$ cat config.mk
export PLATFORM = sky130hd
export DESIGN_NAME = rx_status_buf
export DESIGN_NICKNAME = d
export VERILOG_FILES = /design/src/rtl/rxsb_pkg.sv /design/src/rtl/rxsb_fifo.sv /design/src/rtl/rxsb_sticky.sv /design/src/rtl/rx_status_buf.sv
export SDC_FILE = /design/constraint.sdc
export NUM_CORES = 1
export LEC_CHECK = 0
export CAP_MARGIN = 0
export CORE_UTILIZATION = 46
export DETAILED_ROUTE_END_ITERATION = 7
export RECOVER_POWER = 100
export SYNTH_ARGS = -nofsm -noshare
export SYNTH_HDL_FRONTEND = slang
export SYNTH_SLANG_ARGS = --single-unit
$ cat constraint.sdc
create_clock -name clk -period 2.45 [get_ports clk]
set_input_delay 0.245 -clock clk [delete_from_list [all_inputs] [get_ports clk]]
set_output_delay 0.245 -clock clk [all_outputs]
set_load 0.03 [all_outputs]
$ cat src/rtl/rxsb_pkg.sv
package rxsb_pkg;
   localparam int STAT_W     = 3;
   localparam int STAT_READY = 0;
   localparam int STAT_OVR   = 1;
   localparam int STAT_PAR   = 2;
   localparam int FLAG_N     = 2;
   localparam int FLAG_OVR   = 0;
   localparam int FLAG_PAR   = 1;
endpackage

$ cat src/rtl/rxsb_fifo.sv
module rxsb_fifo #(
   parameter int DATA_W = 8,
   parameter int DEPTH  = 16
) (
   input  logic              clk,
   input  logic              rst_n,
   input  logic              wr_req,
   input  logic [DATA_W-1:0] wr_data,
   input  logic              wr_tag,
   input  logic              rd_req,
   output logic [DATA_W-1:0] head_data,
   output logic              empty,
   output logic              full,
   output logic              pop,
   output logic              head_bad_arrive
);
   localparam int PTR_W = (DEPTH > 1) ? $clog2(DEPTH) : 1;
   localparam int CNT_W = $clog2(DEPTH + 1);
   localparam bit POW2  = ((DEPTH & (DEPTH - 1)) == 0);

   if (DATA_W < 1) begin : g_bad_width
      $error("rxsb_fifo: DATA_W must be at least 1");
   end
   if (DEPTH < 2) begin : g_bad_depth
      $error("rxsb_fifo: DEPTH must be at least 2");
   end

   logic [DATA_W-1:0] data_mem [DEPTH];
   logic [DEPTH-1:0]  tag_mem;
   logic [PTR_W-1:0]  rptr, wptr, rptr_inc, wptr_inc;
   logic [CNT_W-1:0]  count;
   logic              push;

   if (POW2) begin : g_wrap_pow2
      assign rptr_inc = rptr + PTR_W'(1);
      assign wptr_inc = wptr + PTR_W'(1);
   end else begin : g_wrap_cmp
      assign rptr_inc = (rptr == PTR_W'(DEPTH - 1)) ? '0 : rptr + PTR_W'(1);
      assign wptr_inc = (wptr == PTR_W'(DEPTH - 1)) ? '0 : wptr + PTR_W'(1);
   end

   assign empty = (count == '0);
   assign full  = (count == CNT_W'(DEPTH));
   assign push  = wr_req && !full;
   assign pop   = rd_req && !empty;

   assign head_data = data_mem[rptr];

   always_comb begin
      head_bad_arrive = 1'b0;
      if (pop && count > CNT_W'(1)) begin
         head_bad_arrive = tag_mem[rptr_inc];
      end else if (push && (empty || (pop && count == CNT_W'(1)))) begin
         head_bad_arrive = wr_tag;
      end
   end

   always_ff @(posedge clk) begin
      if (push) begin
         data_mem[wptr] <= wr_data;
      end
   end

   always_ff @(posedge clk or negedge rst_n) begin
      if (!rst_n) begin
         tag_mem <= '0;
         rptr    <= '0;
         wptr    <= '0;
         count   <= '0;
      end else begin
         if (push) begin
            tag_mem[wptr] <= wr_tag;
            wptr          <= wptr_inc;
         end
         if (pop) begin
            rptr <= rptr_inc;
         end
         case ({push, pop})
            2'b10:   count <= count + CNT_W'(1);
            2'b01:   count <= count - CNT_W'(1);
            default: count <= count;
         endcase
      end
   end

   a_r4_count_bound: assert property (@(posedge clk) disable iff (!rst_n)
      count <= CNT_W'(DEPTH));
   a_r5_full_drop_keeps: assert property (@(posedge clk) disable iff (!rst_n)
      (wr_req && full && !rd_req) |=> full);
   a_r10_empty_read_idle: assert property (@(posedge clk) disable iff (!rst_n)
      (rd_req && empty && !wr_req) |=> empty);
endmodule

$ cat src/rtl/rxsb_sticky.sv
module rxsb_sticky (
   input  logic clk,
   input  logic rst_n,
   input  logic set_evt,
   input  logic clr_req,
   output logic flag
);
   always_ff @(posedge clk or negedge rst_n) begin
      if (!rst_n) begin
         flag <= 1'b0;
      end else if (set_evt) begin
         flag <= 1'b1;
      end else if (clr_req) begin
         flag <= 1'b0;
      end
   end

   a_r9_event_wins: assert property (@(posedge clk) disable iff (!rst_n)
      set_evt |=> flag);
   a_r6_r8_read_clears: assert property (@(posedge clk) disable iff (!rst_n)
      (clr_req && !set_evt) |=> !flag);
   a_r1_flag_holds: assert property (@(posedge clk) disable iff (!rst_n)
      (!set_evt && !clr_req) |=> $stable(flag));
endmodule

$ cat src/rtl/rx_status_buf.sv
module rx_status_buf
   import rxsb_pkg::*;
#(
   parameter int DATA_W = 8,
   parameter int DEPTH  = 16
) (
   input  logic              clk,
   input  logic              rst_n,
   input  logic              chr_valid,
   input  logic [DATA_W-1:0] chr_data,
   input  logic              chr_par_bad,
   input  logic              data_rd,
   input  logic              stat_rd,
   output logic [DATA_W-1:0] rd_data,
   output logic [STAT_W-1:0] stat_word
);
   if (DEPTH > 4096) begin : g_bad_depth
      $error("rx_status_buf: DEPTH too large");
   end

   logic [DATA_W-1:0] head_data;
   logic              empty, full, pop, head_bad_arrive;
   logic [FLAG_N-1:0] flag_evt, flag_q;

   rxsb_fifo #(.DATA_W(DATA_W), .DEPTH(DEPTH)) u_fifo (
      .clk             (clk),
      .rst_n           (rst_n),
      .wr_req          (chr_valid),
      .wr_data         (chr_data),
      .wr_tag          (chr_par_bad),
      .rd_req          (data_rd),
      .head_data       (head_data),
      .empty           (empty),
      .full            (full),
      .pop             (pop),
      .head_bad_arrive (head_bad_arrive)
   );

   assign flag_evt[FLAG_OVR] = chr_valid && full;
   assign flag_evt[FLAG_PAR] = head_bad_arrive;

   for (genvar i = 0; i < FLAG_N; i++) begin : g_flag
      rxsb_sticky u_sticky (
         .clk     (clk),
         .rst_n   (rst_n),
         .set_evt (flag_evt[i]),
         .clr_req (stat_rd),
         .flag    (flag_q[i])
      );
   end

   always_ff @(posedge clk or negedge rst_n) begin
      if (!rst_n) begin
         rd_data <= '0;
      end else if (pop) begin
         rd_data <= head_data;
      end
   end

   always_comb begin
      stat_word             = '0;
      stat_word[STAT_READY] = !empty;
      stat_word[STAT_OVR]   = flag_q[FLAG_OVR];
      stat_word[STAT_PAR]   = flag_q[FLAG_PAR];
   end

   a_r3_ready_after_char: assert property (@(posedge clk) disable iff (!rst_n)
      chr_valid |=> stat_word[STAT_READY]);
   a_r5_overrun_sets: assert property (@(posedge clk) disable iff (!rst_n)
      (chr_valid && full) |=> stat_word[STAT_OVR]);
   a_r10_empty_read_keeps: assert property (@(posedge clk) disable iff (!rst_n)
      (data_rd && !stat_word[STAT_READY]) |=> $stable(rd_data));
endmodule

==> results of run 1 <==
## layout make-up
| cell class | instances | area [um2] | share of cell area [%] |
|---|---|---|---|
| clock inverter | 10 | 56.30 | 0.7130 |
| multi-input combinational | 163 | 1891 | 23.94 |
| clock buffer | 22 | 464.2 | 5.879 |
| sequential | 167 | 4820 | 61.04 |
| inverter | 8 | 30.03 | 0.3803 |
| tap | 184 | 230.2 | 2.916 |
| timing repair buffer | 48 | 405.4 | 5.134 |
## critical path, stage by stage (launching register included)
cell and delay (ns):
dfrtp_1 0.41, inv_1 0.10, ha_1 0.21, and4bb_1 0.27
nor4bb_1 0.47, and2_1 0.28, buf_2 0.27
## cells in the mapped netlist
master     instances  area, um2
mux2i_1           19      190.2
mux2_1             4      45.04
buf_6              5      56.30
nor4b_2            1      15.01
dfrtp_1           39      975.9
mux4_2            36      810.8
nand3_1            3      15.01
nand3b_1           1      7.510
and2_2             2      15.01
buf_1              2      7.510
and2_1            10      62.56
inv_2              1      3.750
nand4b_1           3      26.28
o21ai_1            2      10.01
nor4bb_2           1      16.27
nor2b_2            1      8.760
and4_1             1      8.760
o221ai_1           1      8.760
a2bb2oi_1          8      70.07
nor3_1             1      5.000
xnor2_1            7      61.31
mux2_4             3      45.04
clkbuf_1           2      7.510
mux2_2            11      123.9
and4_4             3      33.78
nand2_1            7      26.28
buf_2              5      25.02
nand4_1            1      6.260
o21ai_0           10      50.05
a21oi_1            3      15.01
xor2_1             6      52.55
inv_1              7      26.28
or4b_4             1      13.76
and4bb_4           1      16.27
nand2b_1           1      6.260
edfxtp_1         128       3844
buf_4              3      22.52
nor2_1             4      15.01
ha_1              10      125.1
nor4bb_4           1      25.02
## sequential cells by signal, indices dropped and copies added (netlist names)
name and flops:
g_flag.u_sticky.flag 2, rd_data 8, u_fifo.count 5, u_fifo.data_mem 128, u_fifo.rptr 4, u_fifo.tag_mem 16, u_fifo.wptr 4
## logic make-up after synthesis
family	after synthesis	share of synthesized area [%]
AND/OR/NAND/NOR	43	4.679
buffers and inverters	25	2.158
multiplexers	73	17.61
adder cells (fa/ha/maj)	10	1.814
flip-flops	167	69.86
AO/OA/AOI/OAI	24	2.231
XOR/XNOR	13	1.650
## per-stage QoR
step	util, %	instances	setup WS, ns
floorplan	-	355	0.2531
global placement	51.03	569	0.2665
detailed placement	51.03	569	0.1982
CTS	54.66	602	0.1741
global route	54.13	602	0.005641
finish	54.13	602	0.1092
## what timing repair did
item,4_1_cts,5_1_grt
endpoints found under the hold margin,23,0
endpoints found under the setup margin,1,0
resized for setup,1,0
hold buffers,1,0
setup buffers,0,0
## worst max path at each step
stage | startpoint | endpoint | slack (ns)
after global routing | u_fifo.count[1] | u_fifo.data_mem[11][3] | 0.006
after floorplan | u_fifo.count[0] | u_fifo.count[3] | 0.25
final | u_fifo.count[1] | u_fifo.data_mem[7][3] | 0.11
after detailed placement | u_fifo.count[1] | u_fifo.count[3] | 0.20
after CTS | u_fifo.count[1] | u_fifo.count[3] | 0.17
after global placement | u_fifo.count[1] | u_fifo.count[3] | 0.27
## report_power, final
part	internal, uW	total [uW]	switching (uW)
clock	1330	2350	1010
sequential	3590	3920	335
combinational	1500	2990	1490
## routing by layer
metal	track usage, %	up-vias
met5	0	-
met4	5.882	0
met3	4.596	11
met2	30.06	76
met1	25.25	1756
li1	-	1507
## cell usage in the layout, fill, tap and decap left out, types with 8 or more instances in the layout
master,instances
a2bb2oi_1,8
clkbuf_1,8
clkbuf_16,17
dfrtp_1,39
dlygate4sd3_1,19
edfxtp_1,128
ha_1,10
mux2_2,11
mux2i_1,19
mux4_2,36
o21ai_0,12
==> impl_metrics.env, run 1 <==
export IMPL_worstPathRequired_ns=2.55
export IMPL_wl_met3_um=530
export IMPL_gr_usage_all_layers_pct=18.72
export IMPL_core_area_um2=14590
export IMPL_placed_cell_area_um2=7445
export IMPL_path_class="reg2reg"
export IMPL_ff2ff_setup_slack_ns=0.11
export IMPL_synth_seq_cells=167
export IMPL_syn_avg_cell_area_um2=19.43
export IMPL_drt_met1_wl_um=6017
export IMPL_htree_num_levels=4
export IMPL_io_pins=25
export IMPL_cts_tree="done"
export IMPL_cts_buffers=17
export IMPL_clkSlewWorstSetupHoldPaths_ns=0.06
export IMPL_maxCapViolCount=0
export IMPL_tns_ns=0
export IMPL_drcViolationCount=0
export IMPL_ant_nets=0
export IMPL_hold_viol=0
export IMPL_period_needed_ns=2.341
export IMPL_post_dp_hpwl_um=8588
export IMPL_min_path_cells=2
export IMPL_synth_area_um2=6899
export IMPL_worstReg2RegEnd="u_fifo.data_mem[7][3]"
export IMPL_finalPower_uw=9264
export IMPL_met2_length_um=6664
export IMPL_fin_area_um2=7896
export IMPL_ys_types=40
export IMPL_avgRoutedWirePerCell_um=22.17
export IMPL_dieArea_um2=15490
export IMPL_synth_warnings=0
export IMPL_p_leak_uw=0.002829
export IMPL_fin_worst_skew_ns=0.01241
export IMPL_cts_num_sinks=167
export IMPL_r2r_cells=6
export IMPL_postSynthCellCount=355
export IMPL_critPathMaxFanout=7
export IMPL_area_delta_synth_final_pct=14.45
export IMPL_grt_start_max_net_pins=36
export IMPL_die_width_um=124.5
export IMPL_grt_antenna_before_repair=0
export IMPL_fillCellCount=1141
export IMPL_vias=3350
export IMPL_end_kind="register"
export IMPL_min_period_over_period_pct=95.54
export IMPL_cp_arrival_ns=2.44
export IMPL_rows=44
export IMPL_finalMaxSlewViolations=0
export IMPL_viasPerCell=5.565
export IMPL_timing_hold_ws_ns=0.4474
export IMPL_portBuffers=24
export IMPL_relSlewSlack_pct=7.516
export IMPL_clkLatencyLatePin_ns=0.42
export IMPL_syn_nets=379
export IMPL_initial_core_util_pct=47.29
export IMPL_grt_pass1_wl_um=20970
export IMPL_die_h_um=124.5
export IMPL_fmaxAchievable_mhz=427.2
export IMPL_drt_iter0_markers=290
export IMPL_routed_wl_um=13350
export IMPL_peakVddDrop_uv=521.6
export IMPL_fin_nets=429
export IMPL_hp_class="in2reg"
export IMPL_place_congestion=0.7581
export IMPL_min_to="g_flag[0].u_sticky.flag"
export IMPL_drive_gt1_share_pct=24.16
export IMPL_reg2reg_from="u_fifo.count[1]"
export IMPL_outcome="finished clean"
export IMPL_setup_worst_path_start_class="register"
export IMPL_root_buffer="clkbuf_16"
export IMPL_worst_pin_slew_ns=1.387
export IMPL_dr_pass1_iters=4
export IMPL_n_antenna_cell=0
export IMPL_rsz0062_at_grt="false"
export IMPL_hold_start="stat_rd"
export IMPL_grt_pass1_vias=3571
export IMPL_power_density_nw_per_um2=1173
export IMPL_setup_violations=0
export IMPL_routed_top_layer="met4"
export IMPL_cts_buffer_depth=2
export IMPL_overflow=0
export IMPL_seq_area_frac_synth_pct=69.86
Note: power is estimated with default switching activity, not from simulation.
==> inputs of run 2 (changes only) <==
- clock period: 2.45 -> 2.9 ns (I/O delays scaled with it)
==> run 2 against run 1 <==
Net effect: clock power rose by 4%; the flow now finishes with violations (max-capacitance violations, max-slew violations); hold slack better by 0.031 ns; non-clock buffer count decreased by 12; sequential power fell by 15%; critical endpoint is now stat_word[0]; clock skew shrank 0.0084 ns; count of clock-buffer cells in the layout decreased by 3.
==> impl_metrics.env, run 2 (same netlist as run 1, synthesis figures left out) <==
export IMPL_outcome="finished, violations left"
export IMPL_violations="max-capacitance violations, max-slew violations"
export IMPL_regMostFlops="u_fifo.data_mem"
export IMPL_fillCellCount=1109
export IMPL_core_area_um2=14590
export IMPL_clkLatencyLatePin_ns=0.42
export IMPL_end_kind="primary output"
export IMPL_die_h_um=124.5
export IMPL_critPathMaxFanout=6
export IMPL_initial_core_util_pct=47.29
export IMPL_hold_viol=0
export IMPL_min_period_over_period_pct=92.20
export IMPL_fmaxAchievable_mhz=374.0
export IMPL_portBuffers=24
export IMPL_overflow=0
export IMPL_drcViolationCount=0
export IMPL_place_congestion=0.7642
export IMPL_rsz0062_at_grt="false"
export IMPL_fin_util_pct=54.32
export IMPL_cts_tree="done"
export IMPL_worstPathRequired_ns=2.61
export IMPL_top_regs="u_fifo.data_mem x128, u_fifo.tag_mem x16, rd_data x8"
export IMPL_fin_worst_skew_ns=0.004013
export IMPL_drt_iter0_markers=243
export IMPL_cp_arrival_ns=2.38
export IMPL_worst_pin_slew_ns=2.228
export IMPL_hp_class="in2reg"
export IMPL_fin_nets=417
export IMPL_cpLargestDelayFamily="buffers and inverters"
export IMPL_root_buffer="clkbuf_16"
export IMPL_drive_gt1_share_pct=22.17
export IMPL_largest_reg_flops=128
export IMPL_io_pins=25
export IMPL_slowest_stage="dlygate4sd3_1"
export IMPL_finalMaxSlewViolations=40
export IMPL_dieArea_um2=15490
export IMPL_cts_resized=0
export IMPL_fin_area_um2=7925
export IMPL_routed_wl_um=13040
export IMPL_ant_nets=0
export IMPL_vias=3279
export IMPL_maxCapViolCount=1
export IMPL_relSlewSlack_pct=-48.56
export IMPL_place_ws_ns=0.5348
export IMPL_crit_chain="inv_1 > ha_1 > or4b_1 > dlygate4sd3_1"
export IMPL_clkSlewWorstSetupHoldPaths_ns=0.06
export IMPL_n_antenna_cell=0
export IMPL_dr_pass1_iters=6
export IMPL_power_density_nw_per_um2=1034
export IMPL_cts_hold_buf=0
export IMPL_peakVddDrop_uv=568.6
export IMPL_cts_num_sinks=167
export IMPL_p_leak_uw=0.002820
export IMPL_setup_worst_path_start_class="register"
export IMPL_placed_cells=558
export IMPL_mostFrequentLayoutCells="128 x edfxtp_1, 39 x dfrtp_1, 36 x mux4_2"
export IMPL_grt_pass1_wl_um=20790
export IMPL_tns_ns=0
export IMPL_setup_violations=0
export IMPL_grt_antenna_before_repair=0
export IMPL_period_needed_ns=2.674
export IMPL_cts_buffer_depth=2
export IMPL_placed_cell_area_um2=7362
export IMPL_die_width_um=124.5
export IMPL_area_delta_synth_final_pct=14.87
export IMPL_gr_usage_all_layers_pct=18.55
export IMPL_viasPerCell=5.558
export IMPL_avgRoutedWirePerCell_um=22.09
export IMPL_post_dp_hpwl_um=8667
export IMPL_grt_start_max_net_pins=40
export IMPL_grt_pass1_vias=3531
export IMPL_layout_setup_ws_ns=0.2261
export IMPL_crit_buf_inv=2
export IMPL_layout_commonest_cell="edfxtp_1"
export IMPL_rows=44
export IMPL_cts_setup_buffers=0
export IMPL_cts_buffers=17
export IMPL_path_class="reg2out"
export IMPL_slowest_delay_ns=0.73
export IMPL_htree_num_levels=4
export IMPL_finalNonFillerCells=590
==> run 2: cell types whose count changed in the layout (fill, tap and decap cells not counted), sizes merged <==
cell	before	now
buf	11	5
bufinv	0	5
clkinv	8	5
inv	8	9
dlygate4sd2	1	0
clkbuf	35	27
==> run 2: final cells by class <==
cell class              instances  area (um2)  area share, %
well taps                     184       230.2          2.905
repair buffers                 36       319.1          4.026
clock inverters                13       202.7          2.558
multi-input cells             163        1881          23.73
clock buffers                  19       442.9          5.589
flip-flops and latches        167        4820          60.81
inverters                       8       30.03         0.3789
==> run 2: worst paths after layout <==
check	start	to	slack, ns	cells after the start
hold / removal	stat_rd	g_flag[0].u_sticky.flag	0.48	2
setup reg to reg	u_fifo.count[0]	u_fifo.tag_mem[5]	0.30	6
hold reg to reg	u_fifo.tag_mem[15]	u_fifo.tag_mem[15]	0.48	1
min in group asynchronous	rst_n	u_fifo.tag_mem[6]	0.52	1
setup / recovery	u_fifo.count[0]	stat_word[0]	0.23	4
max in group asynchronous	rst_n	rd_data[5]	1.10	1
==> run 2: layer usage <==
| layer | wire length [um] | vias up | track usage, % |
|---|---|---|---|
| li1 | - | 1479 | - |
| met1 | 5999 | 1721 | 25.15 |
| met2 | 6374 | 59 | 28.83 |
| met3 | 415 | 20 | 4.510 |
| met4 | 246 | 0 | 7.725 |
| met5 | 0 | - | 0 |
==> run 2: where the power goes <==
| part | switching (uW) | internal [uW] | total (uW) | leakage [uW] |
|---|---|---|---|---|
| logic | 1200 | 1210 | 2410 | 0.000873 |
| clock network | 899 | 1550 | 2450 | 0.000313 |
| registers | 310 | 3030 | 3340 | 0.00163 |
| total | 2410 | 5790 | 8200 | 0.00282 |
==> run 2: per-stage QoR <==
stage / power, uW / hold WS (ns)
final: 8196 / 0.4788
after global placement: 5953 / 0.4644
after CTS: 8443 / 0.01684
after floorplan: 5224 / -0.005591
after detailed placement: 5986 / 0.4764
after global routing: 8594 / 0.4872
==> run 2: worst register-to-register path: cells and delay by family, from the launching register on <==
family	cells	cell delay [ns]
muxes	1	0.41
buffers and inverters	1	0.09
DFF	1	0.44
adders and majority gates	1	0.23
and+or+nand+nor	3	1.32
